**src/rtl/dbf_pkg.sv**
```systemverilog
package dbf_pkg;

  typedef enum logic [1:0] {
    MODE_PASS    = 2'd0,
    MODE_FAST    = 2'd1,
    MODE_DIVIDED = 2'd2
  } pin_mode_e;

  function automatic pin_mode_e pick_mode(input logic filt, input logic div_sel);
    if (!filt)       return MODE_PASS;
    else if (div_sel) return MODE_DIVIDED;
    else             return MODE_FAST;
  endfunction

endpackage

```
**src/rtl/dbf_tick_gen.sv**
```systemverilog
module dbf_tick_gen #(
  parameter int DIV_W = 24
) (
  input  logic             clk,
  input  logic             rst_n,
  input  logic             run,
  input  logic [DIV_W-1:0] div_value,
  output logic             tick,
  output logic             restart
);
  localparam int CNT_W = DIV_W + 1;

  // last count value of one period: 2*d + 1
  function automatic logic [CNT_W-1:0] last_count(input logic [DIV_W-1:0] d);
    return {d, 1'b1};
  endfunction

  logic [DIV_W-1:0] div_q;
  logic [CNT_W-1:0] cnt_q;

  assign restart = (div_value != div_q);
  assign tick    = (cnt_q == last_count(div_value));

  always_ff @(posedge clk) begin
    if (!rst_n) begin
      div_q <= div_value;
      cnt_q <= '0;
    end else begin
      div_q <= div_value;
      if (restart || !run || tick) cnt_q <= '0;
      else                         cnt_q <= cnt_q + 1'b1;
    end
  end
endmodule

```
**src/rtl/dbf_lane.sv**
```systemverilog
module dbf_lane
  import dbf_pkg::*;
(
  input  logic clk,
  input  logic rst_n,
  input  logic raw,
  input  logic filt_on,
  input  logic div_sel,
  input  logic tick,
  output logic clean,
  output logic take,
  output logic update
);
  pin_mode_e mode;
  logic smp_q, out_q, agree_new;

  assign mode      = pick_mode(filt_on, div_sel);
  assign take      = (mode == MODE_DIVIDED) ? tick : 1'b1;
  assign agree_new = (raw == smp_q) && (raw != out_q);
  assign update    = rst_n && (mode != MODE_PASS) && take && agree_new;
  assign clean     = (mode == MODE_PASS) ? raw : out_q;

  always_ff @(posedge clk) begin
    if (!rst_n || mode == MODE_PASS) begin
      smp_q <= raw;
      out_q <= raw;
    end else if (take) begin
      smp_q <= raw;
      if (agree_new) out_q <= raw;
    end
  end
endmodule

```
**src/rtl/dbf_debounce_top.sv**
```systemverilog
module dbf_debounce_top #(
  parameter int N_PINS = 32,
  parameter int DIV_W  = 24
) (
  input  logic              clk,
  input  logic              rst_n,
  input  logic [N_PINS-1:0] pin_sync,
  input  logic [N_PINS-1:0] filt_on,
  input  logic [N_PINS-1:0] divide_sel,
  input  logic [DIV_W-1:0]  div_value,
  output logic [N_PINS-1:0] pin_clean
);
  logic              sample_tick;
  logic              div_restart;
  logic              div_run;
  logic [N_PINS-1:0] lane_take;
  logic [N_PINS-1:0] lane_update;

  assign div_run = |divide_sel;

  dbf_tick_gen #(.DIV_W(DIV_W)) tick_i (
    .clk       (clk),
    .rst_n     (rst_n),
    .run       (div_run),
    .div_value (div_value),
    .tick      (sample_tick),
    .restart   (div_restart)
  );

  for (genvar g = 0; g < N_PINS; g++) begin : g_lane
    dbf_lane lane_i (
      .clk     (clk),
      .rst_n   (rst_n),
      .raw     (pin_sync[g]),
      .filt_on (filt_on[g]),
      .div_sel (divide_sel[g]),
      .tick    (sample_tick),
      .clean   (pin_clean[g]),
      .take    (lane_take[g]),
      .update  (lane_update[g])
    );
  end
endmodule

```
**config.mk**
```make
export PLATFORM = sky130hd
export DESIGN_NAME = dbf_debounce_top
export DESIGN_NICKNAME = d
export VERILOG_FILES = /design/src/rtl/dbf_pkg.sv /design/src/rtl/dbf_tick_gen.sv /design/src/rtl/dbf_lane.sv /design/src/rtl/dbf_debounce_top.sv
export SDC_FILE = /design/constraint.sdc
export NUM_CORES = 1
export LEC_CHECK = 0
export BUFFER_PORTS_ARGS = -buffer_cell sky130_fd_sc_hd__buf_2
export CAP_MARGIN = 20
export CORE_UTILIZATION = 45
export CTS_BUF_LIST = sky130_fd_sc_hd__clkbuf_4 sky130_fd_sc_hd__clkbuf_8
export DETAILED_ROUTE_END_ITERATION = 8
export GPL_TIMING_DRIVEN = 0
export HOLD_SLACK_MARGIN = 0.02
export PLACE_DENSITY = 0.79
export SYNTH_ARGS = -nofsm -noshare
export SYNTH_HDL_FRONTEND = slang
export SYNTH_SLANG_ARGS = --single-unit
```
**constraint.sdc**
```tcl
create_clock -name clk -period 5.58 [get_ports clk]
set_input_delay 0.279 -clock clk [delete_from_list [all_inputs] [get_ports clk]]
set_output_delay 0.279 -clock clk [all_outputs]
set_load 0.02 [all_outputs]
```
==> summary.md, run 1 <==
| Metric | Value |
|---|---|
| Total GRT Usage | `0.218` |
| Ant diodes | `0` |
| Setup TNS | `0 ns` |
| Fin crit period | `2.52 ns` |
| Setup crit end kind | `flip-flop` |
| CTS tree | `done` |
| Yosys warning count | `0` |
| Fin. Hold Viols | `0` |
| Slowest CP cell | `dlygate4sd3_1` |
| Post-synthesis sequential area ratio | `0.486` |
| Pleak | `~3 nW` |
| Starting DRT DRC Count | `around 350` |
| Top FF cell, synth | `edfxtp_1` |
| Critical path class | `primary input to flip-flop` |
| Vias per cell | `between 5 and 6` |
| Post-Syn Instances | `just under 600` |
| Die area | `13,700 um^2` |
| Slew headroom | `0.619` |
| CTS H-tree lvls | `4` |
| Drt drc | `0` |
| CP Buf/Inv Count | `3` |
| Ranking of synthesized cells by area | `edfxtp_1, dfxtp_1, xnor2_1` |
| Most frequent cells in the layout | `buf_2, nor2_1, edfxtp_1` |
| Largest net degree at the start of global routing | `17` |
| Setup Viol. Count Final | `0` |
| Mean post-synth cell area | `10.1 um^2` |
| I/O Buffers | `about 150` |
| Placed cell count | `912` |
| Final WL | `~15 mm` |
| Post-DRT Antenna Nets | `0` |
| Vias in the first global route | `~4,600` |
| Most common cell after layout, fill and taps aside | `buf_2` |
| Number of core rows | `just over 40` |
| Final number of max-transition violations | `0` |
| Wire length per cell | `between 15 and 20 um` |
| Root Driver | `clkbuf_8` |
| Share of the synthesized area in the top cell type | `0.322` |
| RSZ-0062 raised after global routing | `no` |
| WP data required | `5.70 ns` |
| Post-CTS resize count | `0` |
| Worst Tran Pin Value | `0.568 ns` |
| CP max stage delay | `~0.54 ns` |
| Worst hold-check path type | `primary input to flip-flop` |
| Max Clk Rate | `0.396 GHz` |
| #FFs+latches synth | `about 110` |
| Synthesized Nets | `approximately 710` |
| Pwr dens | `263 nW/um^2` |
| Synth async-reset ratio | `0` |
| Synthesis-to-layout area growth | `26.7%` |
| Die W | `117 um` |
| Final #Nets | `906` |
| Drt first pass iters | `4` |
| Routability cong. | `0.818` |
| Arrival @ worst endpoint | `2.64 ns` |
| Total gr overflow | `0` |
| Family with the most delay on the worst path | `buffers and inverters` |
| Ports | `about 150` |
| Die Y-Extent | `117 um` |
| HPWL after DPL | `11.0 mm` |
| Post-route non-filler standard cell count | `968` |
| Initial Utilization | `0.467` |
| Synth area leader | `edfxtp_1` |
| Clk_skew | `0.0131 ns` |
| Worst skew pair latency | `0.44 ns` |
| Clock transition at path regs | `0.06 ns` |
| Final worst-path cycle share | `0.452` |
| Initial antenna violation count | `0` |
| CTS sink cnt | `113` |
| Clock Path Buffers | `2` |
| Via count | `~5,000` |
| Cell variety after synth | `32` |
| CP cell instances | `dlygate4sd3_1 -> buf_2 -> xnor2_1 -> nand3_1 -> nor3_2 -> clkbuf_1 -> a21boi_0 -> o211ai_1` |
| Startpoint Class | `primary input` |
| Mapped Area | `between 5000 and 6000 um^2` |
| First-pass GRT wire length | `~22 mm` |
| Critical path fanouts, max | `10` |
| Core Area | `12,800 um^2` |
| Maxcap violations | `0` |
| Peak VDD IR | `0.000178 V` |
| Status | `finished, final reports clean` |
| Share of cells above drive strength 1 | `0.329` |
| Inserted Clock Buffers | `17` |
| EDFF count, synth | `64` |
-- cells in the mapped netlist (2+ instances only) --
library cell	n
a21boi_0	11
a21boi_1	22
a21oi_1	32
and3_1	2
and4_1	6
buf_2	8
buf_4	35
clkbuf_1	8
dfxtp_1	49
edfxtp_1	64
inv_1	2
mux2_2	32
nand2_1	38
nand3_1	42
nand4_1	16
nor2_1	68
nor3_1	28
nor4_1	11
o211ai_1	32
xnor2_1	52
xor2_1	19
-- per-layer routing --
| layer | vias up | part of all wire | GRT usage |
|---|---|---|---|
| li1 | 2508 | - | - |
| met1 | 2404 | 0.43 | 0.256 |
| met2 | 171 | 0.49 | 0.376 |
| met3 | 24 | 0.064 | 0.0572 |
| met4 | 0 | 0.021 | 0.0911 |
| met5 | - | 0 | 0 |
-- worst reg2reg max path, delay by kind of cell (launching register included) --
kind	cells	cell delay, ns
simple gates	2	0.77
flops	1	0.49
compound gates	2	0.33
buf+inv	1	0.31
xor+xnor	1	0.16
-- path summary, 6_finish.rpt --
kind / startpoint / end / slack, ns / depth (start not counted)
max: div_value[4] / g_lane[5].lane_i.out_q / 3.06 / 8
min: pin_sync[27] / g_lane[27].lane_i.out_q / 0.07 / 1
max reg2reg: tick_i.cnt_q[1] / g_lane[5].lane_i.out_q / 3.21 / 6
min reg2reg: tick_i.cnt_q[19] / tick_i.cnt_q[19] / 0.57 / 2
-- kinds of logic (layout without fill, tap and decap cells) --
logic type,after synthesis,in the layout,share of synthesized area
compound gates,99,99,0.112
xor+xnor,71,71,0.104
fa+ha+maj,1,1,0.00210
buf+inv,54,262,0.0577
flops,113,113,0.486
mux,32,32,0.0604
simple gates,218,218,0.177
-- where the power goes --
group,internal (W),total (W),switching (W)
combinational,0.000147,0.000293,0.000147
sequential,0.000931,0.000956,0.0000251
clock,0.000405,0.000738,0.000333
-- cell type report --
cell class | instances | area (um^2)
well taps | 172 | 215
multi-input cells | 421 | 2720
clock buffers | 20 | 256
inverters | 2 | 7.51
clock inverters | 12 | 118
plain buffers | 52 | 337
flip-flops and latches | 113 | 2900
repair buffers | 176 | 1000
fillers | 1074 | 5220
-- flip-flops by register name, indices dropped and copies added (netlist names) --
| register | flops |
|---|---|
| g_lane.lane_i.smp_q | 32 |
| g_lane.lane_i.out_q | 32 |
| tick_i.cnt_q | 25 |
| tick_i.div_q | 24 |
-- through the flow --
step           hold slack (ns)   util  cell area [um^2]  worst slack [ns]  total power [W]
2_1_floorplan            0.307      -              5970              3.74          0.00113
3_3_place_gp             0.430  0.544              6940              3.16          0.00125
3_5_place_dp             0.434  0.544              6940              3.15          0.00125
4_1_cts                 0.0455  0.592              7560              3.09          0.00200
5_1_grt                 0.0438  0.592              7560              2.96          0.00207
6_report                0.0740  0.592              7560              3.06          0.00199
-- repair_timing --
item / 4_1_cts / 5_1_grt
hold buffers: 24 / 0
buffers inserted: 0 / 0
endpoints found under the hold margin: 24 / 0
Note: power is estimated with default switching activity, not from simulation.
==> run 2, diff against run 1 <==
==> constraint.sdc (replaced) <==
create_clock -name clk -period 2.35 [get_ports clk]
set_input_delay 0.1175 -clock clk [delete_from_list [all_inputs] [get_ports clk]]
set_output_delay 0.1175 -clock clk [all_outputs]
set_load 0.02 [all_outputs]
==> run 2 against run 1 <==
Net effect: setup slack got worse by 2.9 ns; critical path depth fell by 1; sequential power rose by 140%; largest cell class unchanged; wire length rose by 19%; total power rose by 150%; flip-flop and latch count did not move; clock power rose by 140%; clock-buffer cell count did not move; non-clock buffer count rose by 97.
==> summary.md, run 2 (synthesis gave the netlist of run 1 again) <==
| Metric | Value |
|---|---|
| CTS tree | `done (unchanged)` |
| Via count | `5,653 (was 5,107)` |
| Starting DRT DRC Count | `397 (was 346)` |
| P_int | `0.00362 W (was 0.00148 W)` |
| Maxcap violations | `0 (unchanged)` |
| Core Area | `12,800 um^2 (unchanged)` |
| Final WL | `17.8 mm (was 14.9 mm)` |
| Final worst-path cycle share | `0.944` |
| Fin crit period | `2.22 ns` |
| Clock transition at path regs | `0.06 ns (about the same)` |
| Setup TNS | `0 ns (unchanged)` |
| Vias in the first global route | `5,583 (was 4,641)` |
| Most frequent cells in the layout | `buf_2, dlygate4sd3_1, nor2_1 (was buf_2, nor2_1, edfxtp_1)` |
| Largest net degree at the start of global routing | `17 (unchanged)` |
| WP data required | `2.66 ns (was 5.70 ns)` |
| Initial Utilization | `0.467 (unchanged)` |
| Fraction of power consumed by sequential logic | `0.466 (was 0.481)` |
| R2R Setup Slk | `0.19 ns (was 3.21 ns)` |
| Pwr dens | `572 nW/um^2 (was 263 nW/um^2)` |
| Total gr overflow | `0 (unchanged)` |
| I/O Buffers | `152 (unchanged)` |
| Pleak | `3.35 nW (was 2.92 nW)` |
| Number of core rows | `41 (unchanged)` |
| Total GRT Usage | `0.261 (was 0.218)` |
| Worst hold-check path type | `primary input to flip-flop (unchanged)` |
| Share of cells above drive strength 1 | `0.299 (was 0.329)` |
| Root Driver | `clkbuf_8 (unchanged)` |
| Critical path fanouts, max | `10 (unchanged)` |
| Final #Nets | `1,003 (was 906)` |
| Drt drc | `0 (unchanged)` |
| Synthesis-to-layout area growth | `43.2% (was 26.7%)` |
| Drt first pass iters | `5 (was 4)` |
| Post-DRT Antenna Nets | `0 (unchanged)` |
| First-pass GRT wire length | `26.8 mm (was 22.3 mm)` |
| Setup Viol. Count Final | `0 (unchanged)` |
| Slew headroom | `0.634 (was 0.619)` |
| Arrival @ worst endpoint | `2.52 ns (was 2.64 ns)` |
| FILL cells | `916 (was 1,074)` |
| Clock power frac | `0.361 (was 0.371)` |
| Die area | `13,700 um^2 (unchanged)` |
| Die Y-Extent | `117 um (unchanged)` |
| Initial antenna violation count | `0 (unchanged)` |
| HPWL after DPL | `11.0 mm (unchanged)` |
| Startpoint Class | `primary input (unchanged)` |
| Clock Path Buffers | `2 (unchanged)` |
| Ports | `154 (unchanged)` |
| Final number of max-transition violations | `0 (unchanged)` |
| Net Sw Frac | `0.258 (was 0.254)` |
| Ant diodes | `0 (unchanged)` |
| Post-route cell area | `8540 um^2 (was 7560 um^2)` |
| Routability cong. | `0.818 (unchanged)` |
| Wire length per cell | `16.7 um (was 15.4 um)` |
| CTS H-tree lvls | `4 (unchanged)` |
| Post-DP Area | `6940 um^2 (unchanged)` |
| Switching power | `0.00126 W (was 0.000505 W)` |
| Max Clk Rate | `0.451 GHz` |
| Critical path class | `primary input to flip-flop (unchanged)` |
| Peak VDD IR | `0.000424 V (was 0.000178 V)` |
| Worst skew pair latency | `0.44 ns (about the same)` |
| Setup crit end kind | `flip-flop (unchanged)` |
| Status | `finished, final reports clean (unchanged)` |
| Largest regs | `g_lane.lane_i.out_q (32), g_lane.lane_i.smp_q (32), tick_i.cnt_q (25) (unchanged)` |
| Die W | `117 um (unchanged)` |
| Inserted Clock Buffers | `17 (unchanged)` |
| Most common cell after layout, fill and taps aside | `buf_2 (unchanged)` |
| Worst Tran Pin Value | `0.544 ns (was 0.568 ns)` |
| Fin. Hold Viols | `0 (unchanged)` |
| Clk_skew | `0.0142 ns (was 0.0131 ns)` |
| CTS sink cnt | `113 (unchanged)` |
| Comb pwr share | `0.173 (was 0.148)` |
| Vias per cell | `5.31 (was 5.28)` |
## run 2: cell count changes in the layout (fill, tap and decap cells not counted), sizes merged
cell,delta
dlygate4sd3,+96
buf,+1
## run 2: power groups by stage
| stage | Clock (W) | Combinational (W) | Sequential (W) |
|---|---|---|---|
| after floorplan | 0 | 0.000390 | 0.00230 |
| after global placement | 0 | 0.000651 | 0.00231 |
| after detailed placement | 0 | 0.000664 | 0.00231 |
| after CTS | 0.00177 | 0.000824 | 0.00227 |
| after global routing | 0.00188 | 0.000918 | 0.00229 |
| final | 0.00176 | 0.000848 | 0.00227 |
## run 2: final timing paths
check | start | depth (start not counted) | end
worst max-delay path | divide_sel[2] | 7 | tick_i.cnt_q[17]
worst min-delay path | rst_n | 2 | g_lane[27].lane_i.out_q
worst max register to register | tick_i.cnt_q[1] | 7 | g_lane[7].lane_i.smp_q
worst min register to register | tick_i.cnt_q[19] | 2 | tick_i.cnt_q[19]
## run 2: final cells by class
type | instances | area (um^2) | area share
Buffer | 52 | 340 | 0.0398
Sequential cell | 113 | 2900 | 0.340
Multi-Input combinational cell | 421 | 2730 | 0.320
Timing Repair Buffer | 273 | 1970 | 0.231
Tap cell | 172 | 215 | 0.0252
Clock buffer | 20 | 256 | 0.0300
Inverter | 2 | 7.51 | 0.000879
Clock inverter | 12 | 118 | 0.0138
## run 2: critical path, stage by stage
cell	delay, ns
dlygate4sd3_1	0.56
buf_2	0.15
nor4_1	0.43
nand4_1	0.33
o2111ai_2	0.42
clkbuf_1	0.41
nor3_1	0.10
## run 2: timing repair
action	CTS	global route
resized for setup	1	7
endpoints found under the setup margin	41	73
hold buffers	120	0
pin swaps	1	1
buffers inserted	0	1
hold endpoints to repair	152	0
## run 2: layer usage
layer,wire length [um],global-route usage,up-vias
li1,-,-,2704
met3,1280,0.0747,50
met2,8990,0.465,270
met1,6940,0.279,2629
met4,576,0.143,0
met5,0,0,-
## run 2: stage by stage
stage	cells	setup slack [ns]	utilization	total power, W	hold WS, ns
3_5_place_dp	912	-0.0519	0.544	0.00298	0.273
5_1_grt	1065	-0.0281	0.669	0.00508	0.136
6_report	1065	0.131	0.669	0.00489	0.144
4_1_cts	1064	0.0118	0.667	0.00487	0.137
3_3_place_gp	912	-0.0691	0.544	0.00296	0.269
2_1_floorplan	588	0.514	-	0.00269	0.145
==> run 3, diff against run 2 <==
--- a/config.mk
+++ b/config.mk
@@ -7,12 +7,12 @@
 export LEC_CHECK = 0
 export BUFFER_PORTS_ARGS = -buffer_cell sky130_fd_sc_hd__buf_2
 export CAP_MARGIN = 20
-export CORE_UTILIZATION = 45
+export CORE_UTILIZATION = 55
 export CTS_BUF_LIST = sky130_fd_sc_hd__clkbuf_4 sky130_fd_sc_hd__clkbuf_8
 export DETAILED_ROUTE_END_ITERATION = 8
 export GPL_TIMING_DRIVEN = 0
 export HOLD_SLACK_MARGIN = 0.02
-export PLACE_DENSITY = 0.79
+export PLACE_DENSITY = 0.92
 export SYNTH_ARGS = -nofsm -noshare
 export SYNTH_HDL_FRONTEND = slang
 export SYNTH_SLANG_ARGS = --single-unit
==> run 3 against run 2 <==
Net effect: the flow now finishes with violations (setup timing); combinational power grew 7.0%; clock-buffer cell count grew 3; clock skew grew 0.0060 ns; first-iteration DRC count grew 97%; clock power grew 20%; die area shrank 18%; total power grew 8.9%; cell count shrank 3.5%; global-route usage grew 15 points; critical path depth grew 2; critical path type unchanged; largest power group unchanged.
==> summary.md, run 3 (synthesis gave the netlist of run 1 again) <==
| Metric | Value |
|---|---|
| Arrival @ worst endpoint | `2.49 ns (was 2.52 ns)` |
| I/O Buffers | `152 (unchanged)` |
| Clock Path Buffers | `2 (unchanged)` |
| Routability cong. | `0.852 (was 0.818)` |
| Ports | `154 (unchanged)` |
| CTS sink cnt | `113 (unchanged)` |
| Post-DRT Antenna Nets | `0 (unchanged)` |
| Post-route cell area | `8580 um^2 (was 8540 um^2)` |
| Worst skew pair latency | `0.44 ns (about the same)` |
| Synthesis-to-layout area growth | `43.8% (was 43.2%)` |
| Number of core rows | `37 (was 41)` |
| Die area | `11,300 um^2 (was 13,700 um^2)` |
| Total Power | `0.00532 W (was 0.00489 W)` |
| Final #Nets | `1,001 (was 1,003)` |
| Final worst-path cycle share | `1.01 (was 0.944)` |
| Total gr overflow | `0 (unchanged)` |
| Hold_ws | `0.0450 ns (was 0.144 ns)` |
| CTS H-tree lvls | `4 (unchanged)` |
| Starting DRT DRC Count | `781 (was 397)` |
| Peak VDD IR | `0.000477 V (was 0.000424 V)` |
| WP data required | `2.48 ns (was 2.66 ns)` |
| Worst Tran Pin Value | `0.571 ns (was 0.544 ns)` |
| Fin crit period | `2.36 ns (was 2.22 ns)` |
| Die Y-Extent | `106 um (was 117 um)` |
| Clk_skew | `0.0202 ns (was 0.0142 ns)` |
| Setup Viol. Count Final | `2 (was 0)` |
| Pwr dens | `620 nW/um^2 (was 572 nW/um^2)` |
| Fin worst setup slack | `-0.0138 ns (was 0.131 ns)` |
| Violated checks | `setup timing` |
| Worst hold-check path type | `primary input to flip-flop (unchanged)` |
| R2R Setup Slk | `0 ns (was 0.19 ns)` |
| Share of cells above drive strength 1 | `0.306 (was 0.299)` |
| Core Area | `10,400 um^2 (was 12,800 um^2)` |
| Critical path fanouts, max | `10 (unchanged)` |
| RSZ-0062 raised after global routing | `yes` |
| Setup crit end kind | `flip-flop (unchanged)` |
| Max Clk Rate | `0.423 GHz (was 0.451 GHz)` |
| Initial Utilization | `0.573 (was 0.467)` |
| Wire length per cell | `22.0 um (was 16.7 um)` |
| Status | `finished, violations left (was finished, final reports clean)` |
| HPWL after DPL | `11.7 mm (was 11.0 mm)` |
| Most common cell after layout, fill and taps aside | `buf_2 (unchanged)` |
| CTS tree | `done (unchanged)` |
| Clock transition at path regs | `0.09 ns (was 0.06 ns)` |
| Dpl ws | `-0.111 ns (was -0.0519 ns)` |
| Post-DP Area | `6900 um^2 (was 6940 um^2)` |
| Pleak | `3.40 nW (was 3.35 nW)` |
| Vias per cell | `6.23 (was 5.31)` |
| Drt first pass iters | `6 (was 5)` |
| Reg2Reg Depth | `7 (unchanged)` |
| Drt drc | `0 (unchanged)` |
| Root Driver | `clkbuf_8 (unchanged)` |
| First-pass GRT wire length | `34.7 mm (was 26.8 mm)` |
| Vias in the first global route | `6,817 (was 5,583)` |
| Largest net degree at the start of global routing | `17 (unchanged)` |
| Inserted Clock Buffers | `17 (unchanged)` |
| Final WL | `22.6 mm (was 17.8 mm)` |
| Via count | `6,405 (was 5,653)` |
| Total GRT Usage | `0.409 (was 0.261)` |
| Most frequent cells in the layout | `buf_2, dlygate4sd3_1, nor2_1 (unchanged)` |
| Largest regs | `g_lane.lane_i.out_q (32), g_lane.lane_i.smp_q (32), tick_i.cnt_q (25) (unchanged)` |
| Slew headroom | `0.620 (was 0.634)` |
| Setup TNS | `-0.0182 ns (was 0 ns)` |
| Die W | `106 um (was 117 um)` |
| Critical path class | `primary input to flip-flop (unchanged)` |
| Hold depth | `2 (unchanged)` |
| Final number of max-transition violations | `0 (unchanged)` |
| Maxcap violations | `0 (unchanged)` |
| Initial antenna violation count | `0 (unchanged)` |
| Fin. Hold Viols | `0 (unchanged)` |
| Startpoint Class | `primary input (unchanged)` |
==> run 3: changes by cell type in the layout (fill, tap and decap cells not counted), moves of 2 or more <==
cell	delta
clkbuf_8	+4
dlygate4sd3_1	-3
bufinv_16	+2
clkbuf_1	-2
clkbuf_2	+2
clkinv_1	-2
clkinv_2	-2
clkinv_4	-2
==> run 3: layout make-up <==
type	count	area (um^2)
clock buffers	23	304
plain buffers	52	343
diodes	1	2.50
fillers	517	1840
inverters	2	7.51
repair buffers	271	1960
multi-input cells	421	2740
flip-flops and latches	113	2900
well taps	136	170
clock inverters	9	150
==> run 3: final timing paths <==
kind | start | to
setup / recovery | div_value[14] | g_lane[20].lane_i.out_q
hold reg to reg | tick_i.cnt_q[19] | tick_i.cnt_q[19]
hold / removal | divide_sel[31] | g_lane[31].lane_i.smp_q
setup reg to reg | tick_i.cnt_q[15] | g_lane[20].lane_i.out_q
==> run 3: per-stage QoR <==
stage,utilization,instances
floorplan,-,588
global placement,0.662,876
detailed placement,0.662,876
CTS,0.819,1025
global route,0.823,1027
finish,0.824,1028
==> run 3: repair_timing <==
| action | in CTS | in global routing |
|---|---|---|
| buffers inserted | 0 | 2 |
| setup endpoints to repair | 59 | 80 |
| gates resized for setup | 1 | 12 |
| pin swaps | 1 | 2 |
| endpoints found under the hold margin | 146 | 0 |
| hold buffers | 117 | 0 |
==> run 3: worst max-delay path, cell delays in order <==
cell and delay, ns:
dlygate4sd3_1 0.54, buf_2 0.17, xnor2_1 0.35, nand3_1 0.24, nor3_4 0.22, buf_12 0.15, clkbuf_2 0.21, a21boi_0 0.17
o211ai_1 0.31
==> run 3: power by group <==
part           switching, W  leakage, nW  internal [W]
Sequential        0.0000795         1.06       0.00221
Clock              0.000828        0.237       0.00129
Combinational      0.000456         2.10      0.000451
==> run 3: per-layer routing <==
| metal | GRT usage | up-vias | routed length [um] |
|---|---|---|---|
| met2 | 0.675 | 596 | 10900 |
| li1 | - | 2702 | - |
| met1 | 0.413 | 2913 | 7510 |
| met3 | 0.153 | 194 | 2440 |
| met5 | 0 | - | 0 |
| met4 | 0.328 | 0 | 1710 |
